### src/rtl/sp_pkg.sv
package sp_pkg;
   // Default geometry of the calibration word
   localparam int SP_CNT_W  = 16;
   localparam int SP_FRAC_W = 4;
   localparam int SP_BUS_W  = 32;
   localparam logic [31:0] SP_CAL_DEFAULT = 32'h0019_8233;

   // A second is stretched when its index lies below the trim value
   function automatic logic sp_stretch(input logic en,
                                       input logic [SP_FRAC_W-1:0] idx,
                                       input logic [SP_FRAC_W-1:0] trim);
      return en && (idx < trim);
   endfunction
endpackage

### src/rtl/sp_cal_reg.sv
module sp_cal_reg #(
   parameter int          CNT_W       = 16,
   parameter int          FRAC_W      = 4,
   parameter int          BUS_W       = 32,
   parameter logic [31:0] CAL_DEFAULT = 32'h0019_8233,
   localparam int         CAL_W       = CNT_W + FRAC_W + 1
) (
   input  logic             clk,
   input  logic             rst_n,
   input  logic             wr,
   input  logic [BUS_W-1:0] wdata,
   output logic [CAL_W-1:0] word
);
   if (BUS_W < CAL_W) begin : g_bus_chk
      $error("sp_cal_reg: bus narrower than calibration word");
   end

   always_ff @(posedge clk) begin
      if (!rst_n)   word <= CAL_DEFAULT[CAL_W-1:0];
      else if (wr)  word <= wdata[CAL_W-1:0];
   end
endmodule

### src/rtl/sp_frac_seq.sv
module sp_frac_seq #(
   parameter int FRAC_W      = 4,
   parameter bit FRAC_ENABLE = 1'b1
) (
   input  logic              clk,
   input  logic              rst_n,
   input  logic              clear,
   input  logic              advance,
   input  logic              en,
   input  logic [FRAC_W-1:0] trim,
   output logic              stretch
);
   if (FRAC_W < 1) begin : g_w_chk
      $error("sp_frac_seq: FRAC_W must be at least 1");
   end

   if (FRAC_ENABLE) begin : g_trim
      logic [FRAC_W-1:0] idx;
      always_ff @(posedge clk) begin
         if (!rst_n || clear) idx <= '0;
         else if (advance)    idx <= idx + 1'b1;
      end
      assign stretch = en && (idx < trim);
   end else begin : g_no_trim
      logic unused_ok;
      assign unused_ok = &{1'b0, clk, rst_n, clear, advance, en, trim};
      assign stretch = 1'b0;
   end
endmodule

### src/rtl/sp_tick_ctr.sv
module sp_tick_ctr #(
   parameter int CNT_W = 16
) (
   input  logic             clk,
   input  logic             rst_n,
   input  logic             tick,
   input  logic             clear,
   input  logic [CNT_W-1:0] period,
   input  logic             stretch,
   output logic [CNT_W-1:0] count,
   output logic             strobe,
   output logic             wrap_evt
);
   localparam int EXT_W = CNT_W + 1;

   if (CNT_W < 2) begin : g_w_chk
      $error("sp_tick_ctr: CNT_W must be at least 2");
   end

   logic [EXT_W-1:0] next_cnt;
   logic [EXT_W-1:0] limit;

   always_comb begin
      next_cnt = {1'b0, count} + 1'b1;
      limit    = {1'b0, period} + {{CNT_W{1'b0}}, stretch};
      wrap_evt = tick && !clear && (next_cnt >= limit);
   end

   always_ff @(posedge clk) begin
      if (!rst_n || clear) begin
         count  <= '0;
         strobe <= 1'b0;
      end else begin
         strobe <= wrap_evt;
         if (wrap_evt)  count <= '0;
         else if (tick) count <= next_cnt[CNT_W-1:0];
      end
   end
endmodule

### src/rtl/sec_prescaler.sv
module sec_prescaler #(
   parameter int          CNT_W       = sp_pkg::SP_CNT_W,
   parameter int          FRAC_W      = sp_pkg::SP_FRAC_W,
   parameter int          BUS_W       = sp_pkg::SP_BUS_W,
   parameter bit          FRAC_ENABLE = 1'b1,
   parameter logic [31:0] CAL_DEFAULT = sp_pkg::SP_CAL_DEFAULT,
   localparam int         CAL_W       = CNT_W + FRAC_W + 1
) (
   input  logic             clk,
   input  logic             rst_n,
   input  logic             tick_en,
   input  logic             cal_wr,
   input  logic [BUS_W-1:0] cal_wdata,
   output logic [CAL_W-1:0] cal_rdata,
   output logic [CNT_W-1:0] tick_count,
   output logic             sec_strobe
);
   localparam int EN_BIT = CNT_W + FRAC_W;

   logic [CAL_W-1:0] word;
   logic             stretch;
   logic             wrap_evt;

   sp_cal_reg #(
      .CNT_W(CNT_W), .FRAC_W(FRAC_W), .BUS_W(BUS_W), .CAL_DEFAULT(CAL_DEFAULT)
   ) u_cal (
      .clk(clk), .rst_n(rst_n), .wr(cal_wr), .wdata(cal_wdata), .word(word)
   );

   sp_frac_seq #(.FRAC_W(FRAC_W), .FRAC_ENABLE(FRAC_ENABLE)) u_frac (
      .clk(clk), .rst_n(rst_n), .clear(cal_wr), .advance(wrap_evt),
      .en(word[EN_BIT]), .trim(word[EN_BIT-1:CNT_W]), .stretch(stretch)
   );

   sp_tick_ctr #(.CNT_W(CNT_W)) u_ctr (
      .clk(clk), .rst_n(rst_n), .tick(tick_en), .clear(cal_wr),
      .period(word[CNT_W-1:0]), .stretch(stretch),
      .count(tick_count), .strobe(sec_strobe), .wrap_evt(wrap_evt)
   );

   assign cal_rdata = word;
endmodule

### config.mk
export PLATFORM = sky130hd
export DESIGN_NAME = sec_prescaler
export DESIGN_NICKNAME = d
export VERILOG_FILES = /design/src/rtl/sp_pkg.sv /design/src/rtl/sp_cal_reg.sv /design/src/rtl/sp_frac_seq.sv /design/src/rtl/sp_tick_ctr.sv /design/src/rtl/sec_prescaler.sv
export SDC_FILE = /design/constraint.sdc
export NUM_CORES = 1
export LEC_CHECK = 0
export BUFFER_PORTS_ARGS = -buffer_cell sky130_fd_sc_hd__clkbuf_2
export CORE_MARGIN = 10
export CORE_UTILIZATION = 47
export CTS_CLUSTER_DIAMETER = 150
export DETAILED_ROUTE_END_ITERATION = 12
export GPL_ROUTABILITY_DRIVEN = 0
export PLACE_DENSITY_LB_ADDON = 0.05
export SYNTH_ARGS = -nofsm -noshare
export SYNTH_HDL_FRONTEND = slang
export SYNTH_SLANG_ARGS = --single-unit
### constraint.sdc
create_clock -name clk -period 3.6 [get_ports clk]
set_input_delay 0.72 -clock clk [delete_from_list [all_inputs] [get_ports clk]]
set_output_delay 0.72 -clock clk [all_outputs]
set_load 0.03 [all_outputs]
==> results_dict.tcl <==
set metrics [dict create \
    ys_warn_count 0 \
    critical-path-top-delay-family "simple AND/OR/NAND/NOR gates" \
    layout-drive-gt1-share 0.284 \
    gr-usage-all-layers 0.138 \
    synth_seq_cells 42 \
    place_hpwl_mm 4.74 \
    fin_area_sq_um 3310 \
    syn_inst 307 \
    wl_per_cell_um 13.6 \
    holdWs_ns 0.514 \
    grtUsageMet2 0.223 \
    vias 2271 \
    antenna_cells 0 \
    area_delta_synth_final_pct 26.4 \
    io-pin-count 74 \
    fin_util 0.608 \
    start_util 0.481 \
    slew_headroom 0.511 \
    hold_viol_final 0 \
    synth-compound-area-share 0.0588 \
    grt_pass1_wl_mm 10.1 \
    use_met3 0.0476 \
    synth_area_leaders "dfxtp_1 (32%), ha_1 (12%), mux2i_1 (8.0%)" \
    setup_viol 0 \
    crit_type "reg -> reg" \
    max_stage_delay_ns 0.38 \
    cts.sinks 42 \
    synth-seq-area-share 0.321 \
    status "finished, final reports clean" \
    grt_max_degree 25 \
    p_leak_nw 1.47 \
    dieArea_sq_um 8950 \
    setup_ws_ns 0.0850 \
    fin_crit_sh 0.976 \
    synth_top_cell_by_area "dfxtp_1" \
    syn-num-nets 368 \
    rsz0062_at_grt "true" \
    cts_buffer_depth 2 \
    via_per_inst 4.98 \
    grt_use_met1 0.166 \
    crit_chain "inv_2 > ha_4 > a21oi_2 > nor2b_1 > o21ai_1 > and3b_2 > ha_4 > buf_4 > nand4_1 > nor2_1 > xnor2_1 > ha_1 > nand4_1 > or3_4 > nor3_4 > o31ai_4 > or3_1 > a21oi_1" \
    grt_pass1_vias 2210 \
    synth_top_area_frac 0.321 \
    antenna_left 0 \
    path_buf_inv 2 \
    fp.coreArea_sq_um 5440 \
    syn_avg_cell_area_sq_um 8.52 \
    fin_nets 444 \
    ir_drop_v 0.000149 \
    clk_latency_ns 0.30 \
    syn_area_sq_um 2620 \
    skew_ns 0.00905 \
    min_from "u_cal.word[19]" \
    drc 0 \
    synth_mux_area_frac 0.0803 \
    cts_buffers 5 \
    ys_types 32 \
    dpl_cell_area_sq_um 3130 \
    p_per_area_nw_per_um2 291 \
    startpoint_type "flip-flop" \
    timing.rr.start "u_cal.word[17]" \
    max_freq_mhz 284 \
    grt_overflow 0 \
    place.port_buffers 62 \
    drv_slew 0 \
    cts.clk_slew.worst_paths_ns 0.08 \
    cp_max_fo 5 \
    fin_crit_ns 3.52 \
    wl_mm 6.19 \
    htree_levels 2 \
    die_x_um 94.6 \
    cts-hold-fix-buffers 0 \
    synth-xor-area-share 0.144 \
    first_iter_violations 58 \
    cts-root-buf "clkbuf_8" \
    hold_class "reg -> reg" \
    crit_required_ns 3.84 \
    tightest_slew_ns 0.733 \
    synth_top_family_by_area "simple AND/OR/NAND/NOR gates" \
    top_usage_layer "met2" \
    cts_tree "done" \
    first_pass_iters 4 \
    endpoint_kind "flip-flop" \
    row_count 27 \
    post-place-ws_ns -0.0688 \
    synthAdderAreaFrac 0.120 \
    setup.worst_path.start "u_cal.word[17]" \
    yosys.area_share.simple 0.242 \
    crit_path_top_delay_cell "or3_4" \
    antenna_found_initial 0 \
    fp.dieH_um 94.6 \
    drv_cap 0 \
    arrival_ns 3.75 \
]
[final timing paths]
kind	end	slack, ns	depth (start not counted)
max	u_frac.g_trim.idx[2]	0.08	18
min	u_cal.word[19]	0.51	2
max reg2reg	u_frac.g_trim.idx[2]	0.08	18
min reg2reg	u_cal.word[19]	0.51	2
[layer usage]
layer,wire length (um),up-vias,share of wire
met5,0,-,0
met4,111,0,0.018
met3,423,11,0.068
met2,2970,53,0.48
met1,2690,1023,0.43
li1,-,1184,-
[layout make-up]
type / instances / area (sq um)
clock inverters: 2 / 10.0
well taps: 72 / 90.1
clock buffers: 6 / 72.6
fillers: 504 / 2130
flip-flops and latches: 42 / 847
repair buffers: 82 / 477
inverters: 9 / 33.8
multi-input cells: 243 / 1780
[cells in the final DEF (no fill, tap or decap), drive strengths merged, types with 15 or more instances in the layout]
cell type | Yosys | routed
ha | 25 | 25
xor2 | 21 | 21
dfxtp | 42 | 42
nand2 | 30 | 30
nor2b | 15 | 15
nand3 | 20 | 20
buf | 4 | 20
clkbuf | 9 | 68
nor2 | 38 | 38
xnor2 | 22 | 22
mux2i | 21 | 21
[state kept, by name, summed over array words and instances, names as in the netlist]
name and count:
u_frac.g_trim.idx 4, u_ctr.count 16, u_cal.word 21, u_ctr.strobe 1
[power breakdown]
group          leakage, nW  internal [mW]  switching (mW)
Clock               0.0450          0.135           0.164
Sequential           0.345          0.479          0.0192
Combinational         1.08         0.0710          0.0947
Total                 1.47          0.684           0.278
[worst reg2reg max path: stages, from the launching register on]
cell	delay, ns
dfxtp_4	0.35
inv_2	0.06
ha_4	0.19
a21oi_2	0.13
nor2b_1	0.05
o21ai_1	0.11
and3b_2	0.21
ha_4	0.13
buf_4	0.10
nand4_1	0.19
nor2_1	0.18
xnor2_1	0.08
ha_1	0.30
nand4_1	0.12
or3_4	0.38
nor3_4	0.26
o31ai_4	0.13
or3_1	0.33
a21oi_1	0.14
[stage by stage]
step	power, mW	instances	setup TNS [ns]
after global placement	0.669	442	-0.0648
after global routing	1.01	456	-1.08
after detailed placement	0.672	442	-0.0960
after floorplan	0.614	307	0
final	0.962	456	0
after CTS	0.975	453	0
[cell usage after synthesis]
cell / count
nor2b_1: 15
or2_2: 1
and3_1: 3
nand3_1: 20
o211a_1: 1
o211ai_1: 1
nor4_1: 2
mux2i_1: 21
buf_2: 2
or2_1: 1
nand2_1: 30
dfxtp_1: 42
o221ai_2: 1
or3_4: 1
o21ai_0: 5
o21a_1: 2
nor3_2: 1
or3_1: 2
buf_1: 1
nand2b_1: 4
o31ai_4: 1
inv_1: 9
ha_1: 25
nor3_1: 2
and3b_1: 1
xnor2_1: 22
buf_4: 1
nand4_1: 10
clkbuf_1: 9
nor2_1: 38
a21oi_1: 12
xor2_1: 21
[timing repair]
action	CTS	global route
setup endpoints to repair	19	19
resized for setup	6	6
pin swaps	17	12
setup buffers	3	3
[cells by family after synthesis]
logic type / count (synthesis)
compound gates: 23
xor+xnor: 43
fa+ha+maj: 25
buf+inv: 22
flops: 42
mux: 21
simple gates: 131
Power figures use the tool's default switching activity.
